## src/rtl/hlc_pkg.sv

```systemverilog
package hlc_pkg;

  // number of signals present at a given level of the tree (level 0 = bits)
  function automatic int lvl_cnt(input int width, input int radix, input int lvl);
    int c;
    c = width;
    for (int i = 0; i < lvl; i++)
      c = c / radix + (((c % radix) != 0) ? 1 : 0);
    return c;
  endfunction

  // number of node levels needed until a single signal remains
  function automatic int num_lvls(input int width, input int radix);
    int c;
    int l;
    c = width;
    l = 0;
    while (c > 1) begin
      c = c / radix + (((c % radix) != 0) ? 1 : 0);
      l++;
    end
    return l;
  endfunction

  // start index of a level inside the flattened signal store
  function automatic int lvl_off(input int width, input int radix, input int lvl);
    int s;
    s = 0;
    for (int i = 0; i < lvl; i++)
      s = s + lvl_cnt(width, radix, i);
    return s;
  endfunction

endpackage

```

## src/rtl/hlc_node.sv

```systemverilog
module hlc_node #(
  parameter int W = 4
) (
  input  logic [W-1:0] p_i,
  input  logic [W-1:0] g_i,
  input  logic         cin_i,
  output logic         gp_o,
  output logic         gg_o,
  output logic [W-1:0] c_o
);

  // group propagate / generate in flat sum-of-products form
  always_comb begin
    logic term;
    gp_o = &p_i;
    gg_o = 1'b0;
    for (int i = 0; i < W; i++) begin
      term = g_i[i];
      for (int j = i + 1; j < W; j++)
        term = term & p_i[j];
      gg_o = gg_o | term;
    end
  end

  // internal carries, each one computed directly from the node carry-in
  always_comb begin
    logic acc;
    logic term;
    for (int i = 0; i < W; i++) begin
      acc = cin_i;
      for (int j = 0; j < i; j++)
        acc = acc & p_i[j];
      for (int j = 0; j < i; j++) begin
        term = g_i[j];
        for (int k = j + 1; k < i; k++)
          term = term & p_i[k];
        acc = acc | term;
      end
      c_o[i] = acc;
    end
  end

endmodule

```

## src/rtl/hlc_tree.sv

```systemverilog
module hlc_tree
  import hlc_pkg::*;
#(
  parameter int WIDTH = 14,
  parameter int RADIX = 3
) (
  input  logic [WIDTH-1:0] p_i,
  input  logic [WIDTH-1:0] g_i,
  input  logic             cin_i,
  output logic [WIDTH:0]   c_o
);

  localparam int LEVELS = num_lvls(WIDTH, RADIX);
  localparam int TOTAL  = lvl_off(WIDTH, RADIX, LEVELS + 1);
  localparam int ROOT   = TOTAL - 1;

  // flattened per-level signal store: propagate, generate, incoming carry
  logic sp [TOTAL];
  logic sg [TOTAL];
  logic sc [TOTAL];

  for (genvar j = 0; j < WIDTH; j++) begin : g_leaf
    assign sp[j]  = p_i[j];
    assign sg[j]  = g_i[j];
    assign c_o[j] = sc[j];
  end

  assign sc[ROOT]  = cin_i;
  // carry-out at the root: one AND then one OR
  assign c_o[WIDTH] = sg[ROOT] | (sp[ROOT] & cin_i);

  for (genvar l = 0; l < LEVELS; l++) begin : g_lvl
    localparam int CNT    = lvl_cnt(WIDTH, RADIX, l);
    localparam int FULL   = CNT / RADIX;
    localparam int REM    = CNT % RADIX;
    localparam int NODES  = FULL + ((REM != 0) ? 1 : 0);
    localparam int IN_OFF = lvl_off(WIDTH, RADIX, l);
    localparam int UP_OFF = lvl_off(WIDTH, RADIX, l + 1);

    for (genvar k = 0; k < NODES; k++) begin : g_node
      localparam int NW   = (k < FULL) ? RADIX : REM;
      localparam int BASE = IN_OFF + k * RADIX;

      logic [NW-1:0] np;
      logic [NW-1:0] ng;
      logic [NW-1:0] nc;

      for (genvar b = 0; b < NW; b++) begin : g_pin
        assign np[b]        = sp[BASE + b];
        assign ng[b]        = sg[BASE + b];
        assign sc[BASE + b] = nc[b];
      end

      hlc_node #(.W(NW)) u_node (
        .p_i  (np),
        .g_i  (ng),
        .cin_i(sc[UP_OFF + k]),
        .gp_o (sp[UP_OFF + k]),
        .gg_o (sg[UP_OFF + k]),
        .c_o  (nc)
      );
    end
  end

endmodule

```

## src/rtl/hlc_carry_tree.sv

```systemverilog
module hlc_carry_tree #(
  parameter int WIDTH = 14,
  parameter int RADIX = 3
) (
  input  logic             clk,
  input  logic             rst,
  input  logic [WIDTH-1:0] prop_i,
  input  logic [WIDTH-1:0] gen_i,
  input  logic             cin_i,
  output logic [WIDTH:0]   carry_o
);

  logic [WIDTH:0] carry_w;

  hlc_tree #(.WIDTH(WIDTH), .RADIX(RADIX)) u_tree (
    .p_i  (prop_i),
    .g_i  (gen_i),
    .cin_i(cin_i),
    .c_o  (carry_w)
  );

  always_ff @(posedge clk) begin
    if (rst) carry_o <= '0;
    else     carry_o <= carry_w;
  end

endmodule

```

## config.mk

```make
export PLATFORM = sky130hd
export DESIGN_NAME = hlc_carry_tree
export DESIGN_NICKNAME = d
export VERILOG_FILES = /design/src/rtl/hlc_pkg.sv /design/src/rtl/hlc_node.sv /design/src/rtl/hlc_tree.sv /design/src/rtl/hlc_carry_tree.sv
export SDC_FILE = /design/constraint.sdc
export NUM_CORES = 1
export LEC_CHECK = 0
export ABC_CLOCK_PERIOD_IN_PS = 1800
export BUFFER_PORTS_ARGS = -buffer_cell sky130_fd_sc_hd__buf_2
export CAP_MARGIN = 5
export CORE_MARGIN = 2
export CORE_UTILIZATION = 35
export DETAILED_ROUTE_END_ITERATION = 10
export HOLD_SLACK_MARGIN = 0.06
export PLACE_DENSITY = 0.68
export SYNTH_ARGS = -nofsm -noshare
export SYNTH_HDL_FRONTEND = slang
export SYNTH_HIERARCHICAL = 1
export SYNTH_SLANG_ARGS = --single-unit
```

## constraint.sdc

```tcl
create_clock -name clk -period 1.8 [get_ports clk]
set_input_delay 0.45 -clock clk [delete_from_list [all_inputs] [get_ports clk]]
set_output_delay 0.45 -clock clk [all_outputs]
set_load 0.05 [all_outputs]
```

==> results.ini, run 1 <==
[outcome]
outcome = completed

[final_layout]
post-route-util = 0.4811
layoutNonFillerInstCount = 146
top_register = carry_o
nets = 151
seq_area_um2 = 300.3
antenna_cells = 0
fillers = 189
largest_reg_flops = 15
multi_input_area_um2 = 367.9
layout-drive-gt1-share = 0.4874
syn2layout_area_growth_pct = 28.93
reg_top3 = carry_o x15

[power]
max-vdd-ir-drop_uv = 420.4
power_density_mw_per_mm2 = 798.9
static-leakage-power_nw = 0.5396
power_uw = 761.7

[clocking]
numClockSinks = 15
cts_tree = done
root_buffer = clkbuf_4
ctsHoldBuffers = 0
cts_made_buffers = 3
htreeDepth = 1
cts_setup_buffers = 0
cts_resized = 0
clockBufferDepth = 2
clk_pin_slew_worst_paths_ns = 0.08

[placement]
place_inst = 142
port-buffer-count = 45
post-place-ws_ns = 0.004876
place.detailed.hpwl_mm = 1.205
gp_congestion = 0.6823

[synth]
syn_nets = 110
synth_area_per_cell_um2 = 9.360
synth_warnings = 6
synth_top_area_share = 0.4061
synth_async_sr_flop_share = 0
syn_area_um2 = 739.5
dominantRegCellSynth = dfxtp_1
synth_edf_count = 0
synthDistinctLibCells = 13
postSynthCellCount = 79
synth.most_common_cell = a21o_1
yosys-top-cells-count = 17 x a21o_1, 15 x dfxtp_1, 8 x buf_4
synthTopCellsByArea = dfxtp_1 41%, a21o_1 17%, nor2b_2 8.3%, buf_4 8.1%, and3_1 4.2%
synth_seq_cells = 15
yosys.area.top_type = dfxtp_1
ys_seq_area_frac = 0.4061

[routing]
wl_per_cell_um = 9.575
drt-initial-drc-count = 1
vias = 673
remaining_drc_errors = 0
vias_per_cell = 4.610
drt_first_pass_iters = 3
wl_mm = 1.398
ant_nets = 0

[setup_path]
crit_buf_inv = 1
path_class = in -> reg
worstPathCellList = buf_2, a21oi_1, nand2_1, a21oi_1, nand2_1, a21o_1, a21o_1, a21o_1, nor2b_1
critPathMaxStageDelay_ns = 0.18
startpoint_type = primary input
cp_top_family = compound AO/OA/AOI/OAI gates
required_ns = 1.96
path_max_fanout = 3
end_kind = register
critical_path.startpoint = prop_i[5]
slowest_stage = a21o_1
critPathArrivalTime_ns = 1.64
critPathMostFrequentCell = a21o_1

[worst_hold_path]
min_path_cells = 2
hold_end = carry_o[0]
hold_class = in -> reg
min_from = cin_i

[sta]
tightestPinTransition_ns = 0.3005
drv_slew = 0
rsz0062_at_grt = no
max_clock_freq_mhz = 673.7
setup_tns_ns = 0
setup_viol = 0
hold_viol_final = 0
final.setup.worst_slack_ns = 0.3157
layout_min_cycle_time_ns = 1.484
timing.max_slew.rel_slack = 0.7997
period_share = 0.8246

[die]
rows = 16
die-width_um = 49.97
ioPinCount = 46
core-area_mm2 = 0.001982
die_area_mm2 = 0.002497
die_h_um = 49.97
start_util = 0.3731

[global_routing]
grt_util_all_layers = 0.1288
grt_pass1_vias = 639
grt_overflow = 0
grt_pass1_wl_mm = 2.421
antenna_found_initial = 0
grt_max_degree = 16

[flow_run]
cap_violations = 0

==> how the worst max path moves through the flow <==
stage | endpoint | slack, ns | cells past startpoint
after CTS | carry_o[11] | 0.30 | 9
after detailed placement | carry_o[11] | 0.005 | 9
after global placement | carry_o[13] | 0.02 | 8
final | carry_o[13] | 0.32 | 9
after global routing | carry_o[11] | 0.20 | 8
after floorplan | carry_o[11] | 0.14 | 8
==> area by class of cell <==
cell class / count / share of cell area
repair buffers: 45 / 0.2362
well taps: 27 / 0.03543
clock buffers: 4 / 0.02756
flip-flops and latches: 15 / 0.3150
multi-input cells: 55 / 0.3858
==> per-stage QoR <==
stage                     area, um^2  hold slack [ns]
after global placement         927.1           0.7295
after floorplan                739.5           0.6394
after global routing           953.4           0.4626
after detailed placement       927.1           0.7401
after CTS                      953.4           0.4436
final                          953.4           0.4574
==> metal layers <==
metal / global-route usage / vias up / wire length (um)
met5: 0 / - / 0
met4: 0.08333 / 0 / 11
met3: 0.03939 / 2 / 103
met2: 0.2311 / 23 / 769
met1: 0.1264 / 304 / 512
li1: - / 344 / -
==> report_power, final <==
part           switching [mW]  internal, mW
Clock                  0.0986        0.0858
Combinational           0.138        0.0787
Sequential            0.00461         0.355
Total                   0.242         0.520
==> cells in the final DEF, fill, tap and decap left out, drive strengths merged <==
| master | n |
|---|---|
| buf | 45 |
| clkbuf | 4 |
| nor2b | 10 |
| dfxtp | 15 |
| nand3 | 5 |
| a21o | 17 |
| and2b | 5 |
| nand2 | 5 |
| and2 | 3 |
| and3 | 5 |
| a21oi | 5 |
==> cell families (layout without fill, tap and decap cells) <==
logic type | after synthesis | count (layout) | share of synthesized area
buf+inv | 9 | 49 | 0.09645
simple gates | 33 | 33 | 0.2910
flops | 15 | 15 | 0.4061
compound gates | 22 | 22 | 0.2064
Power figures use the tool's default switching activity.
==> run 2: changes to the inputs <==
ABC_CLOCK_PERIOD_IN_PS = 1400   (was 1800)
clock period = 1.4 ns   (was 1.8 ns; I/O delays follow)
==> run 2 against run 1 <==
Compared with the run above:
- flip-flop and latch count did not move
- worst setup slack lost 0.25 ns
- non-clock buffer count rose by 6
- sequential share of layout area shrank 1.6 points
- power rose by 31%
- highest routed layer unchanged
==> results.ini, run 2 (synthesized netlist as in run 1, its figures left out) <==
[outcome]
outcome = completed

[clocking]
htreeDepth = 1  ; unchanged
cts_tree = done
root_buffer = clkbuf_4
clockBufferDepth = 2  ; unchanged
clk_pin_slew_worst_paths_ns = 0.09  ; about the same
numClockSinks = 15  ; unchanged
cts_made_buffers = 3  ; unchanged
cts_setup_buffers = 0  ; unchanged

[die]
die_area_mm2 = 0.002497  ; unchanged
core-area_mm2 = 0.001982  ; unchanged
start_util = 0.3731  ; unchanged
rows = 16  ; unchanged
die-width_um = 49.97  ; unchanged
die_h_um = 49.97  ; unchanged
ioPinCount = 46  ; unchanged

[global_routing]
grt_pass1_wl_mm = 2.463  ; +1.7%
grt_util_all_layers = 0.1256  ; -0.003173
busiest_layer = met2
grt_overflow = 0  ; unchanged
grt_max_degree = 11  ; -5
grt_pass1_vias = 643  ; +0.63%
met3_usage = 0.03333  ; -0.006061
grt_util_met2 = 0.2022  ; -0.02889
antenna_found_initial = 0  ; unchanged
use_met1 = 0.1617  ; +0.03532

[setup_path]
end_kind = register
cp_top_family = compound AO/OA/AOI/OAI gates
critPathArrivalTime_ns = 1.50  ; -0.14 ns
path_max_fanout = 3  ; unchanged
critPathMaxStageDelay_ns = 0.20  ; +0.02 ns
critPathMostFrequentCell = a21o_1
startpoint_type = primary input
crit_buf_inv = 1  ; unchanged
worstPathCellList = buf_2, and3_1, a21oi_1, nand2_1, a21o_1, a21o_1, a21o_1, nor2b_1
slowest_stage = and3_1
path_class = in -> reg
required_ns = 1.57  ; -0.39 ns

[sta]
tightestPinTransition_ns = 0.2532  ; -0.04730 ns
layout_min_cycle_time_ns = 1.329
period_share = 0.9495
rsz0062_at_grt = no
final.setup.worst_slack_ns = 0.07073  ; -0.2450 ns
whs_ns = 0.3486  ; -0.1088 ns
max_clock_freq_mhz = 752.3
timing.max_slew.rel_slack = 0.8324  ; +0.03270
hold_viol_final = 0  ; unchanged
setup_viol = 0  ; unchanged
setup_tns_ns = 0  ; unchanged
drv_slew = 0  ; unchanged

[routing]
drt-initial-drc-count = 3  ; +2
remaining_drc_errors = 0  ; unchanged
wl_per_cell_um = 9.487  ; -0.92%
vias = 666  ; -1.0%
ant_nets = 0  ; unchanged
drt_first_pass_iters = 2  ; -1
vias_per_cell = 4.382  ; -4.9%
wl_mm = 1.442  ; +3.1%

[placement]
place.detailed.hpwl_mm = 1.244  ; +3.2%
postPlaceCellArea_um2 = 979.7  ; +5.7%
gp_congestion = 0.6705  ; -1.7%
post-place-ws_ns = -0.2406  ; -0.2455 ns
port-buffer-count = 45  ; unchanged

[worst_hold_path]
min_path_cells = 2  ; unchanged
hold_class = in -> reg
min_from = rst
hold_end = carry_o[9]

[power]
switchingPower_uw = 318.3  ; +32%
power_density_mw_per_mm2 = 994.5  ; +24%
p_sw_frac = 0.3181  ; +0.0008576
clkPwrFrac = 0.238  ; -0.004
p_comb_frac = 0.299  ; +0.014
static-leakage-power_nw = 0.5678  ; +5.2%
seq_power_share = 0.463  ; -0.010
p_int_uw = 682.2  ; +31%
max-vdd-ir-drop_uv = 696.1  ; +66%

[final_layout]
syn2layout_area_growth_pct = 36.04
layout-drive-gt1-share = 0.5280  ; +0.04061
largest_reg_flops = 15  ; unchanged
layout_commonest_cell = buf_2
reg_top3 = carry_o x15
nets = 157  ; +4.0%
final_area_mm2 = 0.001006  ; +5.5%
post-route-util = 0.5076  ; +0.02652
top_register = carry_o
final_cell_mix = 45 x buf_2, 17 x a21o_1, 15 x dfxtp_1, 7 x nor2b_2, 6 x buf_4
antenna_cells = 0  ; unchanged

[flow_run]
cap_violations = 0  ; unchanged

-- run 2: layout make-up --
type / instances / area (um^2)
Clock buffer: 4 / 26.28
Fill cell: 198 / 975.9
Multi-Input combinational cell: 55 / 375.4
Sequential cell: 15 / 300.3
Tap cell: 27 / 33.78
Timing Repair Buffer: 51 / 270.3
-- run 2: power by group through the flow --
stage | Clock [mW] | Sequential (mW) | Combinational (mW)
2_1_floorplan | 0 | 0.585 | 0.104
3_3_place_gp | 0 | 0.473 | 0.297
3_5_place_dp | 0 | 0.473 | 0.301
4_1_cts | 0.253 | 0.463 | 0.301
5_1_grt | 0.273 | 0.467 | 0.321
6_report | 0.238 | 0.463 | 0.299
-- run 2: stage by stage --
stage / power [mW] / instances
final: 1.000 / 152
after global routing: 1.061 / 152
after CTS: 1.018 / 152
after detailed placement: 0.7742 / 148
after global placement: 0.7704 / 148
after floorplan: 0.6896 / 79
-- run 2: layer usage --
layer  vias to the layer above  part of all wire  wire (um)
li1                        354                 -          -
met1                       282              0.45        651
met2                        28              0.45        645
met3                         2             0.092        132
met4                         0            0.0090         13
met5                         -                 0          0
-- run 2: how the worst max path moves through the flow --
stage	cells after the start	startpoint	slack, ns	to
floorplan	9	prop_i[5]	-0.1	carry_o[11]
global placement	9	prop_i[5]	-0.21	carry_o[13]
detailed placement	9	prop_i[5]	-0.24	carry_o[13]
CTS	9	prop_i[5]	0.06	carry_o[13]
global route	9	prop_i[5]	0.004	carry_o[13]
finish	8	prop_i[8]	0.07	carry_o[13]
-- run 2: repair_timing --
action,4_1_cts,5_1_grt
hold buffers,0,0
gates resized for setup,0,0
endpoints found under the setup margin,0,2
